$ cat config.mk
export PLATFORM = sky130hd
export DESIGN_NAME = temp_event_unit
export DESIGN_NICKNAME = d
export VERILOG_FILES = /design/src/rtl/tev_pkg.sv /design/src/rtl/tev_limit_cmp.sv /design/src/rtl/tev_trip.sv /design/src/rtl/tev_event_fsm.sv /design/src/rtl/temp_event_unit.sv
export SDC_FILE = /design/constraint.sdc
export NUM_CORES = 1
export LEC_CHECK = 0
export ABC_AREA = 1
export CORE_ASPECT_RATIO = 0.5
export CORE_UTILIZATION = 55
export DETAILED_ROUTE_END_ITERATION = 16
export PLACE_DENSITY = 0.91
export SLEW_MARGIN = 20
export SYNTH_ARGS = -nofsm -noshare
export SYNTH_HDL_FRONTEND = slang
export SYNTH_SLANG_ARGS = --single-unit
$ cat constraint.sdc
create_clock -name clk -period 1.9 [get_ports clk]
set_input_delay 0.19 -clock clk [delete_from_list [all_inputs] [get_ports clk]]
set_output_delay 0.19 -clock clk [all_outputs]
set_load 0.02 [all_outputs]
$ cat src/rtl/tev_pkg.sv
package tev_pkg;

    typedef enum logic [1:0] {
        EV_QUIET    = 2'd0,
        EV_ACTIVE   = 2'd1,
        EV_LATCHED  = 2'd2,
        EV_CRITICAL = 2'd3
    } ev_state_t;

    typedef enum logic [1:0] {
        TRIP_AT_OR_ABOVE = 2'd0,
        TRIP_ABOVE       = 2'd1,
        TRIP_BELOW       = 2'd2
    } trip_kind_t;

    typedef struct packed {
        logic crit;
        logic above;
        logic below;
    } trip_status_t;

endpackage

$ cat src/rtl/tev_limit_cmp.sv
module tev_limit_cmp #(
    parameter int                  CW   = 15,
    parameter tev_pkg::trip_kind_t KIND = tev_pkg::TRIP_ABOVE
) (
    input  logic                 clk,
    input  logic                 rst_n,
    input  logic                 eval,
    input  logic signed [CW-1:0] temp,
    input  logic signed [CW-1:0] thresh,
    input  logic signed [CW-1:0] hyst,
    output logic                 trip_next,
    output logic                 trip_q
);
    import tev_pkg::*;

    logic signed [CW-1:0] release_pt;
    logic                 set_c;
    logic                 hold_c;

    // set condition decides entry, hold condition keeps a set trip alive
    always_comb begin
        case (KIND)
            TRIP_AT_OR_ABOVE: begin
                release_pt = thresh - hyst;
                set_c      = (temp >= thresh);
                hold_c     = (temp > release_pt);
            end
            TRIP_ABOVE: begin
                release_pt = thresh - hyst;
                set_c      = (temp > thresh);
                hold_c     = (temp > release_pt);
            end
            default: begin
                release_pt = thresh + hyst;
                set_c      = (temp < thresh);
                hold_c     = (temp < release_pt);
            end
        endcase
        trip_next = eval ? (set_c | (trip_q & hold_c)) : trip_q;
    end

    always_ff @(posedge clk or negedge rst_n) begin
        if (!rst_n) trip_q <= 1'b0;
        else        trip_q <= trip_next;
    end

endmodule

$ cat src/rtl/tev_trip.sv
module tev_trip #(
    parameter int SMP_W     = 13,
    parameter int LIM_W     = 11,
    parameter int HYST_UNIT = 24
) (
    input  logic                  clk,
    input  logic                  rst_n,
    input  logic                  smp_valid,
    input  logic                  shutdown,
    input  logic [SMP_W-1:0]      smp_temp,
    input  logic [LIM_W-1:0]      lim_hi,
    input  logic [LIM_W-1:0]      lim_lo,
    input  logic [LIM_W-1:0]      lim_crit,
    input  logic [1:0]            hyst_sel,
    output tev_pkg::trip_status_t status,
    output logic                  win_chg
);
    import tev_pkg::*;

    localparam int SHIFT  = SMP_W - LIM_W;
    localparam int CW     = SMP_W + 2;
    localparam int EXT    = CW - SMP_W;
    localparam int N_TRIP = 3;

    logic                 eval;
    logic [SMP_W-1:0]     temp_al;
    logic signed [CW-1:0] temp_c;
    logic signed [CW-1:0] hyst_c;
    logic [SMP_W-1:0]     thr_raw [N_TRIP];
    logic signed [CW-1:0] thr_c   [N_TRIP];
    logic [N_TRIP-1:0]    trip_n;
    logic [N_TRIP-1:0]    trip_q;

    assign eval    = smp_valid & ~shutdown;
    // drop the fraction bits the limits cannot express
    assign temp_al = smp_temp & {{LIM_W{1'b1}}, {SHIFT{1'b0}}};
    assign temp_c  = {{EXT{temp_al[SMP_W-1]}}, temp_al};

    assign thr_raw[0] = {lim_crit, {SHIFT{1'b0}}};
    assign thr_raw[1] = {lim_hi,   {SHIFT{1'b0}}};
    assign thr_raw[2] = {lim_lo,   {SHIFT{1'b0}}};

    always_comb begin
        case (hyst_sel)
            2'd0:    hyst_c = '0;
            2'd1:    hyst_c = CW'(HYST_UNIT);
            2'd2:    hyst_c = CW'(HYST_UNIT * 2);
            default: hyst_c = CW'(HYST_UNIT * 4);
        endcase
    end

    for (genvar g = 0; g < N_TRIP; g++) begin : g_trip
        localparam trip_kind_t K = (g == 0) ? TRIP_AT_OR_ABOVE :
                                   (g == 1) ? TRIP_ABOVE : TRIP_BELOW;
        assign thr_c[g] = {{EXT{thr_raw[g][SMP_W-1]}}, thr_raw[g]};
        tev_limit_cmp #(.CW(CW), .KIND(K)) u_cmp (
            .clk       (clk),
            .rst_n     (rst_n),
            .eval      (eval),
            .temp      (temp_c),
            .thresh    (thr_c[g]),
            .hyst      (hyst_c),
            .trip_next (trip_n[g]),
            .trip_q    (trip_q[g])
        );
    end

    // window crossing: the above/below pair changes on an accepted sample
    always_ff @(posedge clk or negedge rst_n) begin
        if (!rst_n) win_chg <= 1'b0;
        else        win_chg <= eval && (trip_n[2:1] != trip_q[2:1]);
    end

    assign status.crit  = trip_q[0];
    assign status.above = trip_q[1];
    assign status.below = trip_q[2];

endmodule

$ cat src/rtl/tev_event_fsm.sv
module tev_event_fsm (
    input  logic                  clk,
    input  logic                  rst_n,
    input  tev_pkg::trip_status_t status,
    input  logic                  win_chg,
    input  logic                  int_mode,
    input  logic                  crit_only,
    input  logic                  out_en,
    input  logic                  clr,
    output logic                  evt_active
);
    import tev_pkg::*;

    ev_state_t state_q;
    ev_state_t state_n;

    always_comb begin
        state_n = state_q;
        if (!out_en) begin
            state_n = EV_QUIET;
        end else if (status.crit) begin
            state_n = EV_CRITICAL;
        end else if (!int_mode) begin
            state_n = (!crit_only && (status.above || status.below)) ? EV_ACTIVE : EV_QUIET;
        end else if (win_chg && !crit_only) begin
            state_n = EV_LATCHED;
        end else begin
            unique case (state_q)
                EV_LATCHED:  state_n = clr ? EV_QUIET : EV_LATCHED;
                EV_QUIET:    state_n = EV_QUIET;
                EV_ACTIVE:   state_n = EV_QUIET;
                EV_CRITICAL: state_n = EV_QUIET;
            endcase
        end
    end

    always_ff @(posedge clk or negedge rst_n) begin
        if (!rst_n) state_q <= EV_QUIET;
        else        state_q <= state_n;
    end

    always_comb begin
        unique case (state_q)
            EV_QUIET:    evt_active = 1'b0;
            EV_ACTIVE:   evt_active = 1'b1;
            EV_LATCHED:  evt_active = 1'b1;
            EV_CRITICAL: evt_active = 1'b1;
        endcase
    end

endmodule

$ cat src/rtl/temp_event_unit.sv
module temp_event_unit #(
    parameter int SMP_W     = 13,
    parameter int LIM_W     = 11,
    parameter int HYST_UNIT = 24
) (
    input  logic             clk,
    input  logic             rst_n,
    input  logic             smp_valid,
    input  logic [SMP_W-1:0] smp_temp,
    input  logic [LIM_W-1:0] lim_hi,
    input  logic [LIM_W-1:0] lim_lo,
    input  logic [LIM_W-1:0] lim_crit,
    input  logic [1:0]       cfg_hyst,
    input  logic             cfg_int_mode,
    input  logic             cfg_act_high,
    input  logic             cfg_crit_only,
    input  logic             cfg_out_en,
    input  logic             cfg_shutdown,
    input  logic             clr_evt,
    output logic             st_crit,
    output logic             st_above,
    output logic             st_below,
    output logic             evt_pin,
    output logic             evt_active
);
    import tev_pkg::*;

    trip_status_t status;
    logic         win_chg;

    tev_trip #(.SMP_W(SMP_W), .LIM_W(LIM_W), .HYST_UNIT(HYST_UNIT)) u_trip (
        .clk       (clk),
        .rst_n     (rst_n),
        .smp_valid (smp_valid),
        .shutdown  (cfg_shutdown),
        .smp_temp  (smp_temp),
        .lim_hi    (lim_hi),
        .lim_lo    (lim_lo),
        .lim_crit  (lim_crit),
        .hyst_sel  (cfg_hyst),
        .status    (status),
        .win_chg   (win_chg)
    );

    tev_event_fsm u_fsm (
        .clk        (clk),
        .rst_n      (rst_n),
        .status     (status),
        .win_chg    (win_chg),
        .int_mode   (cfg_int_mode),
        .crit_only  (cfg_crit_only),
        .out_en     (cfg_out_en),
        .clr        (clr_evt),
        .evt_active (evt_active)
    );

    assign st_crit  = status.crit;
    assign st_above = status.above;
    assign st_below = status.below;
    assign evt_pin  = cfg_act_high ? evt_active : ~evt_active;

endmodule

==> qor.yml, run 1 <==
cts.sinks: 6
synth_compound_area_frac: 0.103
ys_types: 24
grt_max_degree: 7
die_x_um: 105
synth-xor-area-share: 0.0757
yosysWarnings: 0
io_buffers: 59
fp.dieH_um: 53.3
crit_endpoint: "u_trip.g_trip[1].u_cmp.trip_q$_DFF_PN0_/D"
gr-usage-all-layers: 0.724
error_line: "[ERROR GRT-0232] Routing congestion too high. Check the congestion heatmap in the GUI."
muxShareOfSynthArea: 0
routabilityCongestion: 0.904
synth_fp_nets: 593
start_util: 0.579
avgSynthCellArea_um2: 6.34
synth_seq_cells: 6
cts_root_buf: "clkbuf_8"
cts_buffers: 3
synth_top_area_frac: 0.333
worstEndpointType: "register input"
postCtsHoldBufs: 0
placed_cell_area_um2: 4260
synthSimpleGateAreaFrac: 0.296
yosysTopAreaCell: "ha_1"
rows: 18
grt-ovfl-total: 82
ys_seq_area_frac: 0.0519
cts_max_level: 1
dpl.cell_count: 657
synth_top_family_by_area: "adder cells"
status: "stopped before the end"
hpwl_mm: 7.87
synth_fa_ha_area_frac: 0.354
ios: 62
synth_area_um2: 2890
postSynthCellCount: 456
clk_path_buf_depth: 2
failed_stage: "global routing"
yosys-top-cells-area: "ha_1 33%, nand2_1 15%, inv_1 12%"
## metrics by stage
step / utilization / setup slack [ns]
4_1_cts: 0.903 / -0.870
3_5_place_dp: 0.852 / -1.85
3_3_place_gp: 0.852 / -1.76
2_1_floorplan: - / -0.713
## kinds of logic after synthesis
| family | after synthesis |
|---|---|
| AND/OR/NAND/NOR | 199 |
| buffers and inverters | 92 |
| adder cells (fa/ha/maj) | 80 |
| AO/OA/AOI/OAI | 54 |
| XOR/XNOR | 25 |
| flip-flops | 6 |
## synth_stat cells
library cell and n:
nand4_1 15, and2_1 1, o21a_1 3, nand3_1 32
dfrtp_1 6, ha_1 77, o21ai_0 12, nand2_2 1
xnor2_1 6, nor3_2 3, xor2_1 19, inv_1 92
nor3_1 2, a21o_1 3, o32ai_1 1, o21ai_1 1
a22oi_1 1, nor2_1 29, nor4_1 1, o21bai_1 3
or2_2 1, nand2_1 114, a21oi_1 30, fa_1 3
## layer usage
layer	overflow	global-route usage
met3	0	0.473
met5	0	0.173
met4	44	0.924
met1	2	0.681
met2	36	0.983
## repair_timing
action / CTS
endpoints found under the hold margin: 0
setup buffers: 11
pin swaps: 42
resized for setup: 58
endpoints found under the setup margin: 4
==> run 2: changes to the inputs <==
CORE_ASPECT_RATIO = not set   (was 0.5)
CORE_UTILIZATION = 40   (was 55)
PLACE_DENSITY = not set   (was 0.91)
PLACE_DENSITY_LB_ADDON = 0.15   (was not set)
==> qor.yml, run 2 <==
status: "complete, but fails checks"
violations: "negative setup slack"
end_kind: "flop"
cap_violations: 0
avgSynthCellArea_um2: 6.34
final-setup-viol-count: 4
hpwl_mm: 7.49
rsz0062_at_grt: "true"
clk_path_buf_depth: 2
final_hold_viol_count: 0
rows: 30
drc: 0
wl_per_cell_um: 12.3
setup_slack_ns: -0.714
fmax_mhz: 383
synthTopCellsByCount: "114 x nand2_1, 92 x inv_1, 77 x ha_1, 32 x nand3_1, 30 x a21oi_1"
num_antenna_cells: 0
drt_iter0_drc: 90
grt-ovfl-total: 0
hp-class: "input port to async pin"
reg_top3: "u_trip.g_trip.u_cmp.trip_q: 3 flops, u_fsm.state_q: 2 flops, u_trip.win_chg: 1 flops"
yosysTopAreaCell: "ha_1"
async_reset_ff_frac: 1.00
swShare: 0.433
core_area_um2: 6910
vias_per_cell: 4.80
p_total_w: 0.00167
cts.sinks: 6
ys.flop_type: "dfrtp_1"
worstPathRequired_ns: 2.00
routed_wl_mm: 8.57
insertion_delay_ns: 0.22
slew-limit-headroom: 0.748
critPathLaunchType: "input port"
routabilityCongestion: 0.868
cts_root_buf: "clkbuf_8"
synth_edf_count: 0
die_x_um: 87.0
layout.nets: 739
power_switching_w: 0.000722
synth_area_um2: 2890
start_util: 0.419
synth_top_area_frac: 0.333
clkPwrFrac: 0.114
criticalPathCategory: "input port to flop"
cts_max_level: 1
finalCritPeriodShare: 1.38
synth_most_common_cell: "nand2_1"
largest_reg_flops: 3
finalClockSkew_ns: 0.00227
synth_seq_cells: 6
antenna_found_initial: 0
grt_max_degree: 9
first_pass_iters: 4
fillers: 643
ant_nets: 0
num_vias: 3343
ys_types: 24
multiInputGateArea_um2: 2650
grt_pass1_vias: 3336
cts_buffers: 3
synth_fp_nets: 593
cell_internal_pwr_w: 0.000947
gr-usage-all-layers: 0.239
area_growth_pct: 57.2
fp.dieH_um: 87.0
top_register: "u_trip.g_trip.u_cmp.trip_q"
grt_pass1_wl_mm: 14.3
final_common_cell: "nand2_1"
worst_slew_pin_slew_ns: 0.375
cp.arrival_ns: 2.72
drive_above_1_share: 0.235
dp_slack_ns: -1.65
p_per_area_nw_per_um2: 367
sequentialPowerShare: 0.104
finalCriticalPeriod_ns: 2.61
final_cell_mix: "110 x nand2_1, 83 x inv_1, 81 x buf_4"
yosys-top-cells-area: "ha_1 33%, nand2_1 15%, inv_1 12%"
ios: 62
die-area_um2: 7580
postCtsHoldBufs: 0
yosysWarnings: 0
ys_seq_area_frac: 0.0519
final-max-slew-violation-count: 0
crit_fanout: 4
ff_latch_area_um2: 150
p_leak_nw: 2.48
io_buffers: 59
clk_pin_slew_worst_paths_ns: 0.04
ir_drop_v: 0.000266
power_frac_comb: 0.782
cts_tree: "yes"
postSynthCellCount: 456
[run 2: cell counts after synthesis]
Identical to the previous run, type by type.
[run 2: final timing paths]
check / cells after the start / start / slack (ns) / to
min: 1 / rst_n / 0.21 / u_trip.g_trip[2].u_cmp.trip_q
min in group clk: 3 / cfg_out_en / 0.53 / u_fsm.state_q[0]
max: 24 / cfg_hyst[1] / -0.71 / u_trip.g_trip[1].u_cmp.trip_q
max in group asynchronous: 1 / rst_n / 1.47 / u_trip.g_trip[0].u_cmp.trip_q
max reg2reg: 3 / u_fsm.state_q[0] / 0.99 / u_fsm.state_q[1]
min reg2reg: 2 / u_trip.g_trip[1].u_cmp.trip_q / 0.56 / u_trip.g_trip[1].u_cmp.trip_q
[run 2: repair_timing]
action	CTS	global route
pin swaps	36	6
setup buffers	12	1
endpoints found under the setup margin	4	4
gates resized for setup	47	12
[run 2: kinds of logic after synthesis]
| family | after synthesis | synth area share |
|---|---|---|
| adders and majority gates | 80 | 0.354 |
| AOI/OAI and AO/OA | 54 | 0.103 |
| xor gates and xnor gates | 25 | 0.0757 |
| DFF | 6 | 0.0519 |
| buffers and inverters | 92 | 0.119 |
| and+or+nand+nor | 199 | 0.296 |
[run 2: worst max-delay path, stage by stage]
cell	delay, ns
buf_12	0.12
inv_12	0.04
ha_4	0.15
ha_4	0.13
inv_2	0.04
fa_2	0.36
nand2_1	0.08
nand2_1	0.07
a21oi_2	0.16
nand3_2	0.12
nor2_2	0.12
nand2_1	0.06
nand2_1	0.08
inv_2	0.05
ha_4	0.26
nand4_1	0.11
nor2_2	0.14
nand2_1	0.07
nand3_1	0.06
nand2_1	0.07
nand3_2	0.07
nand2_1	0.05
nand2_1	0.05
nand2_1	0.05
[run 2: area by class of cell]
class	count	area share
Inverter	92	0.0798
Multi-Input combinational cell	358	0.583
Clock buffer	3	0.00908
Sequential cell	6	0.0330
Timing Repair Buffer	141	0.269
Tap cell	96	0.0264
[run 2: metrics by stage]
step	std cells	TNS, ns	hold WS (ns)	area [µm²]	util
4_1_cts	695	-2.78	0.221	4490	0.650
2_1_floorplan	456	-2.65	-0.106	3030	-
5_1_grt	696	-3.50	0.239	4550	0.659
6_report	696	-2.71	0.215	4550	0.659
3_3_place_gp	681	-6.00	0.454	4280	0.620
3_5_place_dp	681	-6.39	0.456	4280	0.620
[run 2: power groups by stage]
stage	Combinational, W	Clock, W	Sequential (W)
CTS	0.00128	0.000193	0.000175
detailed placement	0.00122	0	0.000176
finish	0.00130	0.000190	0.000174
global placement	0.00118	0	0.000176
global route	0.00147	0.000202	0.000178
floorplan	0.000655	0	0.000187
[run 2: metal layers]
metal	GRT usage	part of all wire
met5	0	0
met1	0.289	0.45
met2	0.452	0.50
met3	0.0142	0.023
met4	0.0652	0.024
Power figures use the tool's default switching activity.
